[config.mk]
export PLATFORM = sky130hd
export DESIGN_NAME = coproc_array_ctrl
export DESIGN_NICKNAME = d
export VERILOG_FILES = /design/src/rtl/coproc_array_ctrl.sv
export SDC_FILE = /design/constraint.sdc
export NUM_CORES = 1
export LEC_CHECK = 0
export CAP_MARGIN = 40
export CORE_ASPECT_RATIO = 1.1
export CORE_MARGIN = 3
export CORE_UTILIZATION = 43
export DETAILED_ROUTE_END_ITERATION = 8
export GPL_ROUTABILITY_DRIVEN = 0
export PLACE_DENSITY = 0.77
export SLEW_MARGIN = 40
export SYNTH_ARGS = -nofsm -noshare
export SYNTH_HDL_FRONTEND = slang
export SYNTH_SLANG_ARGS = --single-unit
[constraint.sdc]
create_clock -name clk -period 2.1 [get_ports clk]
set_input_delay 0.315 -clock clk [delete_from_list [all_inputs] [get_ports clk]]
set_output_delay 0.315 -clock clk [all_outputs]
set_load 0.02 [all_outputs]
[src/rtl/coproc_array_ctrl.sv]
module coproc_array_ctrl #(
  parameter int DW       = 32,
  parameter int TAG_W    = 8,
  parameter int CNT_W    = 16,
  parameter int NWAYS    = 4,
  parameter int LOAD_LAT = 16
) (
  input  logic             clk,
  input  logic             rst_n,
  input  logic             cmd_valid,
  input  logic [1:0]       cmd_op,
  input  logic [TAG_W-1:0] cmd_tag,
  input  logic [CNT_W-1:0] cmd_cnt,
  input  logic [DW-1:0]    cmd_a,
  input  logic [DW-1:0]    cmd_b,
  input  logic [DW-1:0]    arr_result,
  output logic             busy,
  output logic             stall,
  output logic             cfg_load,
  output logic [TAG_W-1:0] cfg_tag,
  output logic             arr_wr_en,
  output logic [DW-1:0]    arr_a,
  output logic [DW-1:0]    arr_b,
  output logic             rd_valid,
  output logic [DW-1:0]    rd_data,
  output logic             err
);
  localparam int AW = (NWAYS > 1) ? $clog2(NWAYS) : 1;
  localparam int LW = $clog2(LOAD_LAT + 1);
  localparam logic [1:0] OP_CFG = 2'd0, OP_MTO = 2'd1, OP_MFR = 2'd2, OP_RUN = 2'd3;

  logic [TAG_W-1:0] way_tag [NWAYS];
  logic             way_vld [NWAYS];
  logic [AW-1:0]    way_age [NWAYS];

  logic [LW-1:0]    lcnt;
  logic [CNT_W-1:0] cnt;
  logic             res_vld, pend;

  wire idle   = !busy && !stall;
  wire acc    = cmd_valid && idle;
  wire cfg_go = acc && cmd_op == OP_CFG;
  wire mto_go = acc && cmd_op == OP_MTO;
  wire mfr_go = acc && cmd_op == OP_MFR;
  wire run_go = acc && cmd_op == OP_RUN;
  wire mfr_rn = cmd_valid && stall && cmd_op == OP_MFR;
  wire done   = stall && cnt == '0;

  logic          hit, found;
  logic [AW-1:0] hit_idx, vic_idx, touch;

  always_comb begin
    hit = 1'b0;
    hit_idx = '0;
    found = 1'b0;
    vic_idx = '0;
    for (int i = 0; i < NWAYS; i++)
      if (way_vld[i] && way_tag[i] == cmd_tag) begin
        hit = 1'b1;
        hit_idx = AW'(i);
      end
    for (int i = 0; i < NWAYS; i++)
      if (!way_vld[i] && !found) begin
        found = 1'b1;
        vic_idx = AW'(i);
      end
    if (!found)
      for (int i = 0; i < NWAYS; i++)
        if (way_age[i] == AW'(NWAYS - 1)) vic_idx = AW'(i);
    touch = hit ? hit_idx : vic_idx;
  end

  generate
    for (genvar g = 0; g < NWAYS; g++) begin : g_way
      always_ff @(posedge clk or negedge rst_n)
        if (!rst_n) begin
          way_tag[g] <= '0;
          way_vld[g] <= 1'b0;
          way_age[g] <= AW'(g);
        end else if (cfg_go) begin
          if (touch == AW'(g)) begin
            way_age[g] <= '0;
            way_vld[g] <= 1'b1;
            way_tag[g] <= cmd_tag;
          end else if (way_age[g] < way_age[touch]) begin
            way_age[g] <= way_age[g] + 1'b1;
          end
        end
    end
  endgenerate

  always_ff @(posedge clk or negedge rst_n)
    if (!rst_n) begin
      busy <= 1'b0;
      cfg_load <= 1'b0;
      lcnt <= '0;
      cfg_tag <= '0;
      res_vld <= 1'b0;
    end else if (cfg_go) begin
      busy <= 1'b1;
      cfg_load <= !hit;
      lcnt <= hit ? '0 : LW'(LOAD_LAT - 1);
      cfg_tag <= cmd_tag;
      res_vld <= hit;
    end else if (busy) begin
      if (lcnt == '0) begin
        busy <= 1'b0;
        cfg_load <= 1'b0;
        res_vld <= 1'b1;
      end else begin
        lcnt <= lcnt - 1'b1;
      end
    end

  always_ff @(posedge clk or negedge rst_n)
    if (!rst_n) begin
      stall <= 1'b0;
      cnt <= '0;
    end else if (run_go && res_vld) begin
      stall <= 1'b1;
      cnt <= cmd_cnt;
    end else if (done) begin
      stall <= 1'b0;
    end else if (stall) begin
      cnt <= cnt - 1'b1;
    end

  always_ff @(posedge clk or negedge rst_n)
    if (!rst_n) begin
      err <= 1'b0;
      arr_wr_en <= 1'b0;
      arr_a <= '0;
      arr_b <= '0;
      rd_valid <= 1'b0;
      rd_data <= '0;
      pend <= 1'b0;
    end else begin
      if (acc) err <= run_go && !res_vld;
      arr_wr_en <= mto_go;
      if (mto_go) begin
        arr_a <= cmd_a;
        arr_b <= cmd_b;
      end
      rd_valid <= mfr_go || (done && (pend || mfr_rn));
      if (mfr_go || (done && (pend || mfr_rn))) rd_data <= arr_result;
      if (done) pend <= 1'b0;
      else if (mfr_rn) pend <= 1'b1;
    end


  stall_end_chk: assert property (@(posedge clk) disable iff (!rst_n)
    $fell(stall) |-> $past(cnt) == '0);

  busy_stall_excl_chk: assert property (@(posedge clk) disable iff (!rst_n)
    !(busy && stall));

  err_no_run_chk: assert property (@(posedge clk) disable iff (!rst_n)
    $rose(err) |-> !stall);

  rd_not_in_run_chk: assert property (@(posedge clk) disable iff (!rst_n)
    rd_valid |-> !stall);

  load_fill_chk: assert property (@(posedge clk) disable iff (!rst_n)
    $fell(cfg_load) |-> !busy && res_vld);

  age_range_chk: assert property (@(posedge clk) disable iff (!rst_n)
    $onehot0({way_age[0] == '0 && way_vld[0], (NWAYS > 1) && way_age[NWAYS-1] == '0 && way_vld[NWAYS-1]}));
endmodule

Word level (Yosys, flattened, before mapping):

Index checks and enable logic that the tools add are counted.

* reductions and logical operators: 54
* bitwise logic cells: 1
* equality and inequality tests: 16
* magnitude comparators: 5
* multiplexer cells: 51
* add/subtract/negate cells: 6

Operator list (number)
* 16-bit 2-to-1 mux: 3
* 2-bit 2-to-1 mux: 20
* 8-bit equality test: 4
* 1-bit 2-to-1 mux: 23
* 2-bit AND reduction: 11
* 1-bit logical AND: 19
* 2-bit nonzero test: 9
* 2-bit equality test (second input constant): 8
* 16-bit logical NOT: 1
* 16-bit by 1-bit subtractor with 16-bit output (second input constant): 1
* 5-bit 2-to-1 mux: 3
* 1-bit logical NOT: 9
* 2-bit by 1-bit adder with 2-bit output (second input constant): 4
* 2-bit < comparator: 4
* 5-bit logical NOT: 1
* 5-bit by 1-bit subtractor with 5-bit output (second input constant): 1
* 2-bit binary-select mux with 2-bit select: 1
* 2-bit by 1-bit equality test with 1-bit output (second input constant): 2
* 2-bit logical NOT: 2
* 4-bit 2-to-1 mux: 1
* 3-bit >= comparator (second input constant): 1
* 2-bit NOT with 3-bit output: 1
* 1-bit logical OR: 2
* 2-bit by 1-bit inequality test with 1-bit output (second input constant): 1
* 2-bit inequality test (second input constant): 1

* input port bits: 125
* flip-flop bits (word level): 177
* logic and storage cells: 159

Longest topological paths before layout:

* depth in word-level cells: 22
* depth in mapped cells: 11

Worst setup path after synthesis:

Ideal clock, no wire load.

* path type: reg-to-reg
* start point: register cnt[12]
* end point: register rd_data[10]
* cell stages (with the launch flop): 9
* period minus slack after synthesis: 2305 ps
* arrival time: 2181 ps
* slack: -205 ps
* library setup time: 125 ps
* buffers on the path: 1
* path through: dfrtp_1 or4_1 nor3b_1 and3_1 and2_1 o211ai_1 nand2_1 buf_4 mux2_2

* longest elaborated chain between the ends: 4

Ends and longest elaborated chain
* start: declaration: line 37 `logic [CNT_W-1:0] cnt;`
* start signal: assignment: line 121 `cnt <= cmd_cnt;`
* start signal: assignment: line 125 `cnt <= cnt - 1'b1;`
* 16-bit logical NOT: line 47 `wire done = stall && cnt == '0;`
* 1-bit logical AND: line 47
* 1-bit logical AND: line 145 `if (mfr_go || (done && (pend || mfr_rn))) rd_data <= arr_result;`
* 1-bit logical OR: line 145
* end signal: assignment: line 145
* end: declaration: line 25 `output logic [DW-1:0] rd_data,`

Every way passes these cells.
A chain may end at the register's enable or synchronous reset.

Final worst setup path:

* start point: register way_tag[18] (netlist name)
* end point: register way_age[2] (netlist name)

* longest elaborated chain between the ends: 13
* elaborated cells on any way between the ends: 18
* classes of those cells: order compare: 1; eq/ne: 2; mux: 11; bitwise: 1; reduce/logical: 3

Ends and longest elaborated chain
* start: declaration: line 32 `logic [TAG_W-1:0] way_tag [NWAYS];`
* start signal: indexed assignment: line 84 `way_tag[g] <= cmd_tag;`
* 8-bit equality test (*): line 58 `if (way_vld[i] && way_tag[i] == cmd_tag) begin`
* 1-bit logical AND (*): line 58
* 1-bit 2-to-1 mux: line 58
* 2-bit 2-to-1 mux / 1-bit 2-to-1 mux (equally long branches) (2 in a row): line 58
* 2-bit 2-to-1 mux (*): line 70 `touch = hit ? hit_idx : vic_idx;`
* 2-bit NOT with 3-bit output (implied by the code): line 85 `end else if (way_age[g] < way_age[touch]) begin`
* 2-bit binary-select mux with 2-bit select: line 85
* 2-bit 2-to-1 mux (implied by the code) (2 in a row): line 85
* 2-bit < comparator: line 85
* 2-bit nonzero test (no source line)
* 2-bit AND reduction (no source line)
* end signal: indexed assignment: line 79 `way_age[g] <= AW'(g);`
* end signal: indexed assignment: line 86 `way_age[g] <= way_age[g] + 1'b1;`
* end: declaration: line 34 `logic [AW-1:0] way_age [NWAYS];`

Mark *: on every way between the ends. The rest lies on a longest branch, timed or not. The select of a mux whose other input is x is not followed.

==> flow_summary.yaml <==
synth:
  netlist.area_leader.share_pct: 53.9
  yosysMostFrequentCell: "dfrtp_1"
  avgSynthCellArea_sq_um: 12.6
  synth_fp_nets: 772
  yosys-top-cells-area: "dfrtp_1 54%, mux2_2 17%, xnor2_1 4.4%"
  yosys.area.top_type: "dfrtp_1"
  yosysWarnings: 0
  synth-seq-cells: 177
  synthCells: 640
  synthArstFlopShare_pct: 100
  ys_dominant_reg_cell: "dfrtp_1"
  yosysSeqAreaShare_pct: 55.2
  synth_edf_count: 0
  synth_area_sq_mm: 0.00804
  netlist_top_cells_count: "173 x dfrtp_1, 121 x mux2_2, 64 x nand2_1"
  synth_cell_types: 67
global_routing:
  grtUsageMet2_pct: 39.9
  grt_start_max_net_pins: 52
  antenna_found_initial: 0
  overflow: 0
  met3_usage_pct: 5.47
  grt_pass1_wl_um: 36100
  gr-max-usage-layer: "met2"
  grt_usage_pct: 22.9
  grt_pass1_vias: 6705
  grt_use_met1_pct: 26.8
power_and_ir_drop:
  switchingPower_mw: 1.71
  internal_power_mw: 5.63
  clkPwrFrac_pct: 44.9
  leakagePower_nw: 5.85
  p_comb_share_pct: 8.0
  switching_share_pct: 23.3
  p_seq_share_pct: 47.1
  powerDensity_mw_per_mm2: 562
  peakVddDrop_v: 0.000610
floorplanning:
  placementRows: 51
  dieHeight_um: 149
  io_pins: 235
  dieArea_sq_mm: 0.0204
  die_w_um: 136
  core_area_sq_mm: 0.0180
  initial_utilization_pct: 44.7
run:
  cap_violations: 0
final_layout:
  final_nets: 1123
  fin_area_sq_mm: 0.0131
  syn2layout_area_growth_pct: 62.7
  stdcell_count: 1242
  drive_gt1_share_pct: 38.3
  fin_util_pct: 72.7
  diodes: 0
routing:
  vias: 6457
  initialDrtViolationCount: 304
  viasPerCell: 5.20
  drc: 0
  ant_nets: 0
  wirelength_um: 24900
  firstDrtPassIters: 4
  post_drt_wl_per_cell_um: 20.0
worst_setup_path:
  crit_start: "way_tag[18]"
  crit_path_end: "way_age[2]"
  reg2reg_slack_ps: -430
  worst-path-max-fanout: 5
  r2r_end: "way_age[2]"
  cp_data_arrival_time_ps: 2860
  cp-start-kind: "flop"
  critPathRequiredTime_ps: 2430
  reg2reg_from: "way_tag[18]"
  critical_path_class: "flop to flop"
  reg2reg_depth: 10
  end_kind: "flop"
sta:
  hold_viol: 0
  rsz0062_at_grt: "true"
  fmax_ghz: 0.395
  finalWorstSetupSlack_ps: -430
  setup_violations: 87
  finalSetupTns_ps: -24550
  fin_crit_ps: 2530
  worstMarginPinSlew_ps: 491
  period_share_pct: 120
  slew_violations: 0
  skew_ps: 15.6
  maxSlewHeadroom_pct: 67.3
min_path:
  holdPathStages: 3
  min_path_type: "input pin to flop"
status:
  status: "complete, but fails checks"
  violations: "setup timing"
clocking:
  clkSinkCount: 177
  max-clock-path-buffers: 2
  h-tree-depth: 4
  cts_tree: "built"
  clockRootBuffer: "clkbuf_16"
  insertion_delay_ps: 430
  path_clk_slew_ps: 70
  cts_buffers: 17
place:
  dpl.hpwl_um: 15200
  place_ws_ps: -742
  place_area_sq_mm: 0.0114
  port_buffers: 234
  placed_cells: 1158
-- state kept, by name, indices dropped and copies added (netlist names), 4 cells and up --
signal	count
cfg_tag	8
way_vld	4
arr_b	32
way_tag	32
lcnt	5
way_age	8
arr_a	32
rd_data	32
cnt	16
-- how the worst min path moves through the flow --
stage	start	to	slack [ps]
after CTS	cmd_tag[1]	cfg_tag[1]	360
after global placement	rst_n	way_tag[31]	300
final	cmd_tag[5]	way_tag[29]	290
after global routing	cmd_tag[5]	way_tag[29]	300
after detailed placement	rst_n	way_tag[31]	300
after floorplan	rst_n	arr_a[0]	20
-- layout make-up --
| class | instances | area (sq um) |
|---|---|---|
| sequential | 177 | 4430 |
| timing repair buffer | 358 | 3600 |
| fill | 1142 | 4910 |
| multi-input combinational | 419 | 4060 |
| inverter | 18 | 67.6 |
| clock inverter | 13 | 174 |
| tap | 238 | 298 |
| clock buffer | 19 | 443 |
-- metrics by stage --
step | power [mW] | hold slack, ps
floorplan | 3.67 | 19.4
global placement | 4.07 | 297
detailed placement | 4.08 | 299
CTS | 7.39 | 360
global route | 7.59 | 297
finish | 7.34 | 293
-- layer usage --
metal / vias up / share of wire [%]
li1: 2941 / -
met1: 3199 / 37
met2: 255 / 53
met3: 62 / 6.3
met4: 0 / 3.5
met5: - / 0
-- power by group through the flow --
stage          sequential [mW]  clock (mW)  combinational, mW
5_1_grt                   3.46        3.50              0.629
3_3_place_gp              3.52           0              0.554
4_1_cts                   3.46        3.35              0.584
6_report                  3.46        3.30              0.590
3_5_place_dp              3.52           0              0.559
2_1_floorplan             3.56           0              0.113
-- placed cells by master, fill, tap and decap left out, types with 12 or more instances in the layout --
master,instances
buf_12,12
buf_4,77
buf_6,32
clkbuf_16,19
clkdlybuf4s50_1,228
dfrtp_1,173
inv_1,16
mux2_2,80
mux2_4,48
nand2_1,55
nor2_1,17
xnor2_1,35
-- logic make-up after synthesis --
family / after synthesis / share of synthesized area (%)
AND/OR/NAND/NOR: 153 / 9.93
buffers and inverters: 46 / 2.93
AO/OA/AOI/OAI: 80 / 7.43
flip-flops: 177 / 55.2
adder cells (fa/ha/maj): 7 / 1.09
XOR/XNOR: 49 / 5.53
multiplexers: 128 / 17.9
-- repair_timing --
action                                  in CTS  in global routing
hold buffers                                 1                  0
pin swaps                                   35                 30
endpoints found under the hold margin       47                  0
gates cloned                                 6                  1
gates resized for setup                     73                 75
endpoints found under the setup margin      81                 92
setup buffers                               28                 19
-- critical path, cell delays in order, from the launching register on --
cell and delay [ps]:
dfrtp_1 410, xnor2_1 200, nand4_1 210, nor4_4 310
nor3_4 100, buf_6 160, nor2_4 130, a21oi_1 120
a22oi_2 330, o21ai_2 140, a221oi_2 310
No activity file was read; power rests on OpenSTA's default activity.
